File: src/rtl/ctx_pkg.sv
package ctx_pkg;

  localparam int FRAME_BYTES = 9;
  localparam int IDX_W       = 4;
  localparam logic [IDX_W-1:0] LAST_IDX = IDX_W'(FRAME_BYTES - 1);

  typedef enum logic [2:0] {
    ST_IDLE,
    ST_PUSH,
    ST_VHI,
    ST_VLO,
    ST_PULL
  } seq_t;

  typedef struct packed {
    logic [15:0] pc;
    logic [15:0] y;
    logic [15:0] x;
    logic [7:0]  a;
    logic [7:0]  b;
    logic [7:0]  ccr;
  } ctx_t;

  // Byte k of the stacked frame, k = 0 is pushed first.
  function automatic logic [7:0] frame_byte(ctx_t c, logic [IDX_W-1:0] k);
    logic [7:0] r;
    case (k)
      4'd0:    r = c.pc[7:0];
      4'd1:    r = c.pc[15:8];
      4'd2:    r = c.y[7:0];
      4'd3:    r = c.y[15:8];
      4'd4:    r = c.x[7:0];
      4'd5:    r = c.x[15:8];
      4'd6:    r = c.a;
      4'd7:    r = c.b;
      4'd8:    r = c.ccr;
      default: r = 8'h00;
    endcase
    return r;
  endfunction

  function automatic logic [7:0] mask_on(logic [7:0] ccr, int unsigned bitpos);
    return ccr | (8'h01 << bitpos);
  endfunction

endpackage

File: src/rtl/ctx_seq.sv
module ctx_seq
  import ctx_pkg::*;
(
  input  logic             clk,
  input  logic             rst_n,
  input  logic             start_irq,
  input  logic             start_rti,
  output logic             idle,
  output logic             ph_push,
  output logic             ph_vhi,
  output logic             ph_vlo,
  output logic             ph_pull,
  output logic             pull_last,
  output logic [IDX_W-1:0] idx
);

  seq_t st_q;
  logic [IDX_W-1:0] idx_q;

  always_ff @(posedge clk) begin
    if (!rst_n) begin
      st_q  <= ST_IDLE;
      idx_q <= '0;
    end else begin
      case (st_q)
        ST_IDLE: begin
          if (start_rti) begin
            st_q  <= ST_PULL;
            idx_q <= LAST_IDX;
          end else if (start_irq) begin
            st_q  <= ST_PUSH;
            idx_q <= '0;
          end
        end
        ST_PUSH: begin
          if (idx_q == LAST_IDX) st_q <= ST_VHI;
          else                   idx_q <= idx_q + 1'b1;
        end
        ST_VHI:  st_q <= ST_VLO;
        ST_VLO:  st_q <= ST_IDLE;
        ST_PULL: begin
          if (idx_q == '0) st_q <= ST_IDLE;
          else             idx_q <= idx_q - 1'b1;
        end
        default: st_q <= ST_IDLE;
      endcase
    end
  end

  assign idle      = (st_q == ST_IDLE);
  assign ph_push   = (st_q == ST_PUSH);
  assign ph_vhi    = (st_q == ST_VHI);
  assign ph_vlo    = (st_q == ST_VLO);
  assign ph_pull   = (st_q == ST_PULL);
  assign pull_last = ph_pull && (idx_q == '0);
  assign idx       = idx_q;

endmodule

File: src/rtl/ctx_sp.sv
module ctx_sp #(
  parameter int          AW     = 16,
  parameter logic [AW-1:0] SP_TOP = '1
) (
  input  logic          clk,
  input  logic          rst_n,
  input  logic          dec,
  input  logic          inc,
  output logic [AW-1:0] sp,
  output logic [AW-1:0] sp_up
);

  logic [AW-1:0] sp_q;

  always_ff @(posedge clk) begin
    if (!rst_n)   sp_q <= SP_TOP;
    else if (dec) sp_q <= sp_q - 1'b1;
    else if (inc) sp_q <= sp_q + 1'b1;
  end

  assign sp    = sp_q;
  assign sp_up = sp_q + 1'b1;

endmodule

File: src/rtl/ctx_frame.sv
module ctx_frame
  import ctx_pkg::*;
(
  input  logic             clk,
  input  logic             rst_n,
  input  logic             capture,
  input  ctx_t             live,
  input  logic [IDX_W-1:0] idx,
  input  logic             ph_pull,
  input  logic             ph_vhi,
  input  logic [7:0]       rdata,
  output logic [7:0]       push_byte,
  output logic [7:0]       saved_ccr,
  output logic [7:0]       vec_hi,
  output ctx_t             restored
);

  ctx_t       snap_q;
  logic [7:0] vhi_q;
  logic [7:0] pb [1:FRAME_BYTES-1];

  always_ff @(posedge clk) begin
    if (!rst_n) begin
      snap_q <= '0;
      vhi_q  <= '0;
    end else begin
      if (capture) snap_q <= live;
      if (ph_vhi)  vhi_q  <= rdata;
    end
  end

  for (genvar g = 1; g < FRAME_BYTES; g++) begin : g_pull
    always_ff @(posedge clk) begin
      if (!rst_n)                                pb[g] <= '0;
      else if (ph_pull && idx == IDX_W'(g))      pb[g] <= rdata;
    end
  end

  assign push_byte = frame_byte(snap_q, idx);
  assign saved_ccr = snap_q.ccr;
  assign vec_hi    = vhi_q;

  always_comb begin
    restored.pc  = {pb[1], rdata};
    restored.y   = {pb[3], pb[2]};
    restored.x   = {pb[5], pb[4]};
    restored.a   = pb[6];
    restored.b   = pb[7];
    restored.ccr = pb[8];
  end

endmodule

File: src/rtl/ctx_stacker.sv
module ctx_stacker
  import ctx_pkg::*;
#(
  parameter int            AW       = 16,
  parameter logic [AW-1:0] SP_TOP   = AW'(16'h00FF),
  parameter logic [AW-1:0] VEC_ADDR = AW'(16'hFFF6),
  parameter int            I_BIT    = 4
) (
  input  logic          clk,
  input  logic          rst_n,
  input  logic          insn_boundary,
  input  logic          irq_req,
  input  logic          rti_req,
  input  logic [15:0]   pc_in,
  input  logic [15:0]   y_in,
  input  logic [15:0]   x_in,
  input  logic [7:0]    a_in,
  input  logic [7:0]    b_in,
  input  logic [7:0]    ccr_in,
  output logic [AW-1:0] mem_addr,
  output logic          mem_we,
  output logic          mem_re,
  output logic [7:0]    mem_wdata,
  input  logic [7:0]    mem_rdata,
  output logic          pc_wr_en,
  output logic [15:0]   pc_wr_data,
  output logic          ccr_wr_en,
  output logic [7:0]    ccr_wr_data,
  output logic          rf_wr_en,
  output logic [15:0]   y_wr_data,
  output logic [15:0]   x_wr_data,
  output logic [7:0]    a_wr_data,
  output logic [7:0]    b_wr_data,
  output logic          busy,
  output logic [AW-1:0] sp_o
);

  localparam logic [AW-1:0] VEC_LO_ADDR = VEC_ADDR + AW'(1);

  logic             idle, ph_push, ph_vhi, ph_vlo, ph_pull, pull_last;
  logic [IDX_W-1:0] idx;
  logic             start_irq, start_rti;
  logic [AW-1:0]    sp_q, sp_up;
  logic [7:0]       push_byte, saved_ccr, vec_hi;
  ctx_t             live, restored;

  assign live      = '{pc: pc_in, y: y_in, x: x_in, a: a_in, b: b_in, ccr: ccr_in};
  assign start_rti = idle && rti_req;
  assign start_irq = idle && insn_boundary && irq_req && !ccr_in[I_BIT] && !rti_req;

  ctx_seq u_seq (
    .clk       (clk),
    .rst_n     (rst_n),
    .start_irq (start_irq),
    .start_rti (start_rti),
    .idle      (idle),
    .ph_push   (ph_push),
    .ph_vhi    (ph_vhi),
    .ph_vlo    (ph_vlo),
    .ph_pull   (ph_pull),
    .pull_last (pull_last),
    .idx       (idx)
  );

  ctx_sp #(.AW(AW), .SP_TOP(SP_TOP)) u_sp (
    .clk   (clk),
    .rst_n (rst_n),
    .dec   (ph_push),
    .inc   (ph_pull),
    .sp    (sp_q),
    .sp_up (sp_up)
  );

  ctx_frame u_frame (
    .clk       (clk),
    .rst_n     (rst_n),
    .capture   (start_irq),
    .live      (live),
    .idx       (idx),
    .ph_pull   (ph_pull),
    .ph_vhi    (ph_vhi),
    .rdata     (mem_rdata),
    .push_byte (push_byte),
    .saved_ccr (saved_ccr),
    .vec_hi    (vec_hi),
    .restored  (restored)
  );

  always_comb begin
    if (ph_push)      mem_addr = sp_q;
    else if (ph_pull) mem_addr = sp_up;
    else if (ph_vlo)  mem_addr = VEC_LO_ADDR;
    else              mem_addr = VEC_ADDR;
  end

  assign mem_we    = ph_push;
  assign mem_re    = ph_vhi || ph_vlo || ph_pull;
  assign mem_wdata = ph_push ? push_byte : 8'h00;

  assign pc_wr_en    = ph_vlo || pull_last;
  assign pc_wr_data  = ph_vlo ? {vec_hi, mem_rdata} : restored.pc;
  assign ccr_wr_en   = ph_vlo || pull_last;
  assign ccr_wr_data = ph_vlo ? mask_on(saved_ccr, I_BIT) : restored.ccr;
  assign rf_wr_en    = pull_last;
  assign y_wr_data   = restored.y;
  assign x_wr_data   = restored.x;
  assign a_wr_data   = restored.a;
  assign b_wr_data   = restored.b;

  assign busy = !idle;
  assign sp_o = sp_q;

endmodule

File: config.mk
export PLATFORM = sky130hd
export DESIGN_NAME = ctx_stacker
export DESIGN_NICKNAME = d
export VERILOG_FILES = /design/src/rtl/ctx_pkg.sv /design/src/rtl/ctx_seq.sv /design/src/rtl/ctx_sp.sv /design/src/rtl/ctx_frame.sv /design/src/rtl/ctx_stacker.sv
export SDC_FILE = /design/constraint.sdc
export NUM_CORES = 1
export LEC_CHECK = 0
export BUFFER_PORTS_ARGS = -buffer_cell sky130_fd_sc_hd__buf_2
export CAP_MARGIN = 0
export CORE_AREA = 2 2 158 160
export DETAILED_ROUTE_END_ITERATION = 8
export DIE_AREA = 0 0 160 162
export PLACE_DENSITY = 0.52
export SYNTH_ARGS = -nofsm -noshare
export SYNTH_HDL_FRONTEND = slang
export SYNTH_SLANG_ARGS = --single-unit
export TNS_END_PERCENT = 30
File: constraint.sdc
create_clock -name clk -period 6 [get_ports clk]
set_clock_uncertainty 0.2 [all_clocks]
set_input_delay 1.8 -clock clk [delete_from_list [all_inputs] [get_ports clk]]
set_output_delay 1.8 -clock clk [all_outputs]
set_load 0.03 [all_outputs]
==> qor.yml <==
finish:
  drive_gt1_frac: 0.2732
  finalInstanceArea_um2: 9794
  area_delta_synth_final_pct: 16.84
  final_util: 0.4063
  nNetsFinal: 1137
route:
  route.detailed.drc: 0
  num_vias: 6845
  dr.pass1.iters: 5
  routed_wl_mm: 24.45
  post_drt_wl_per_cell_um: 17.68
  detail-route-antenna-nets: 0
  avgViaCountPerCell: 4.949
  drt_iter0_drc: 521
global_routing:
  grt_pass1_wl_mm: 37.21
  grt_max_degree: 73
  antenna_found_initial: 1
  grt_pass1_vias: 6436
  grt.total_usage: 0.1850
  grt_overflow_total: 0
logic_synthesis:
  netlist_area_um2: 8383
  synthFlopType: "dfxtp_1"
  seq_area_frac_synth: 0.4752
  syn-num-nets: 1029
  synth_cell_types: 69
  synth_edf_count: 64
  synthCells: 937
  synth_area_per_cell_um2: 8.947
  ys_ff_latch: 167
  yosysWarningCount: 0
  synthArstFlopShare: 0
cts:
  clock_sinks: 167
  cts.clk_slew.worst_paths_ps: 70
  insertion_delay_ps: 430
  post_cts_resized: 0
  clock-root-buffer: "clkbuf_16"
  htreeDepth: 4
  post_cts.repair.setup_buffers: 0
  cts_hold_buf: 0
  clockBufferDepth: 2
  numCtsBuffers: 17
  tritoncts: "yes"
placement:
  finalWeightedCongestion: 0.8301
  hpwl_mm: 17.07
  placed_area_um2: 9158
  port_buffers: 202
  dp_slack_ps: 1612
die:
  core_area_um2: 24110
  die_height_um: 162
  initial_core_util: 0.3478
  dieArea_um2: 25920
  die_w_um: 160
  ios: 203
  rows: 57
hold_path:
  hp-class: "flop to flop"
  hold_depth: 2
  worstHoldEndpoint: "u_frame.snap_q[12]"
  holdCritStartpoint: "u_frame.snap_q[12]"
power_and_ir_drop:
  vdd_ir_drop_max_uv: 175.6
  p_total_uw: 3115
  leakage_uw: 0.003913
  power.density_nw_per_um2: 318.1
worst_setup_path:
  crit_path_end_kind: "output pin"
  reg2reg_to: "u_sp.sp[8]"
  crit_required_ps: 4000
  timing.rr.start: "u_seq.st_q[0]"
  critPathLaunchType: "flop"
  worstPathArrival_ps: 2860
  worstSetupPathType: "flop to output pin"
  ff2ff_setup_slack_ps: 3150
  path_max_fanout: 24
  worstRegToRegCells: 6
timing:
  fmaxAchievable_mhz: 205.7
  setup_viol: 0
  rsz0062_at_grt: "false"
  fin_tns_setup_ps: 0
  worst_slew_pin_slew_ps: 1213
  period_needed_ps: 4862
  fin_crit_sh: 0.8104
  maxSlewHeadroom: 0.1885
  fin_ws_ps: 1138
  hold_violations: 0
  finalMaxSlewViolations: 0
job:
  cap_viol_max_count: 0
status:
  outcome: "completed"
## cell usage after synthesis, types with 3 or more instances
cell | n | share of area
nand2_1 | 204 | 0.091
dfxtp_1 | 103 | 0.25
a21oi_1 | 100 | 0.060
edfxtp_1 | 64 | 0.23
buf_4 | 59 | 0.053
and2_1 | 43 | 0.032
nor2_1 | 39 | 0.017
clkbuf_1 | 38 | 0.017
and3_1 | 28 | 0.021
o21ai_0 | 28 | 0.017
mux2_2 | 24 | 0.032
buf_2 | 23 | 0.014
nand3_1 | 20 | 0.012
mux2i_1 | 15 | 0.018
xnor2_1 | 12 | 0.013
inv_1 | 9 | 0.0040
nor3_1 | 9 | 0.0054
a31oi_1 | 8 | 0.0060
ha_1 | 7 | 0.010
nor2b_1 | 7 | 0.0052
nand2b_1 | 6 | 0.0045
nand3b_1 | 6 | 0.0054
nor4_1 | 6 | 0.0045
a22oi_1 | 5 | 0.0045
a221oi_1 | 4 | 0.0042
a222oi_1 | 4 | 0.0048
nand4_1 | 4 | 0.0030
o31ai_1 | 4 | 0.0036
xor2_1 | 4 | 0.0042
a211oi_1 | 3 | 0.0027
o22ai_1 | 3 | 0.0022
or2_2 | 3 | 0.0022
## per-stage QoR
stage	std cells	hold WS, ps
finish	1383	255.7
global route	1383	270.9
CTS	1382	255.8
detailed placement	1350	245.6
global placement	1350	239.3
floorplan	937	232.9
## layout make-up
type	instances	area, um^2
Inverter	11	41.29
Timing Repair Buffer	211	1079
Tap cell	324	405.4
Clock inverter	15	209.0
Multi-Input combinational cell	637	3649
Sequential cell	167	3984
Antenna cell	1	2.502
Clock buffer	17	425.4
Fill cell	2539	14310
## metal layers
layer / vias up / GRT usage / share of wire
li1: 3407 / - / -
met4: 0 / 0.04259 / 0.0070
met1: 3217 / 0.2628 / 0.48
met3: 9 / 0.03396 / 0.050
met2: 212 / 0.2936 / 0.46
met5: - / 0 / 0
## worst max-delay path: stages (launching register included)
cell and delay, ps:
dfxtp_1 370, inv_1 130, ha_1 830, a222oi_1 260, nor2b_1 190, a211oi_1 220
a21oi_1 70, nor2_1 150, buf_2 220
## worst max-delay path by stage
stage                      start            to  slack, ps  depth (start not counted)
floorplan             u_sp.sp[3]  mem_addr[15]       1940                          5
global placement    u_seq.idx[3]  mem_wdata[7]       1640                          5
detailed placement  u_seq.idx[0]  mem_wdata[5]       1610                          8
CTS                 u_seq.idx[0]  mem_wdata[5]       1110                          8
global route        u_seq.idx[0]  mem_wdata[5]        920                          8
finish              u_seq.idx[0]  mem_wdata[5]       1140                          8
## registers in the layout, indices dropped and copies added (netlist names)
register           count
u_frame.vec_hi         8
u_frame.pb            64
u_seq.idx              4
u_seq.st_q             3
u_frame.saved_ccr      8
u_frame.snap_q        64
u_sp.sp               16
## layout by cell type, fill, tap and decap left out, types with 9 or more instances in the layout
| cell type | n |
|---|---|
| a21oi_1 | 100 |
| and2_1 | 43 |
| and3_1 | 27 |
| buf_2 | 202 |
| buf_4 | 9 |
| clkbuf_16 | 17 |
| dfxtp_1 | 103 |
| edfxtp_1 | 64 |
| inv_1 | 9 |
| mux2_2 | 24 |
| mux2i_1 | 15 |
| nand2_1 | 204 |
| nand3_1 | 19 |
| nor2_1 | 39 |
| nor3_1 | 9 |
| o21ai_0 | 28 |
| xnor2_1 | 12 |
## power by group
group / internal, uW / switching [uW]
clock: 577 / 555
sequential: 1230 / 87.3
combinational: 213 / 455
## cells by family (layout without fill, tap and decap cells)
kind of cell | Yosys count | in the layout | share of synthesized area
mux | 39 | 39 | 0.05015
other cells | 0 | 1 | 0
flops | 167 | 167 | 0.4752
simple gates | 393 | 393 | 0.2266
xor+xnor | 16 | 16 | 0.01672
fa+ha+maj | 7 | 7 | 0.01045
compound gates | 182 | 182 | 0.1306
buf+inv | 133 | 254 | 0.09030
Power figures use the tool's default switching activity.
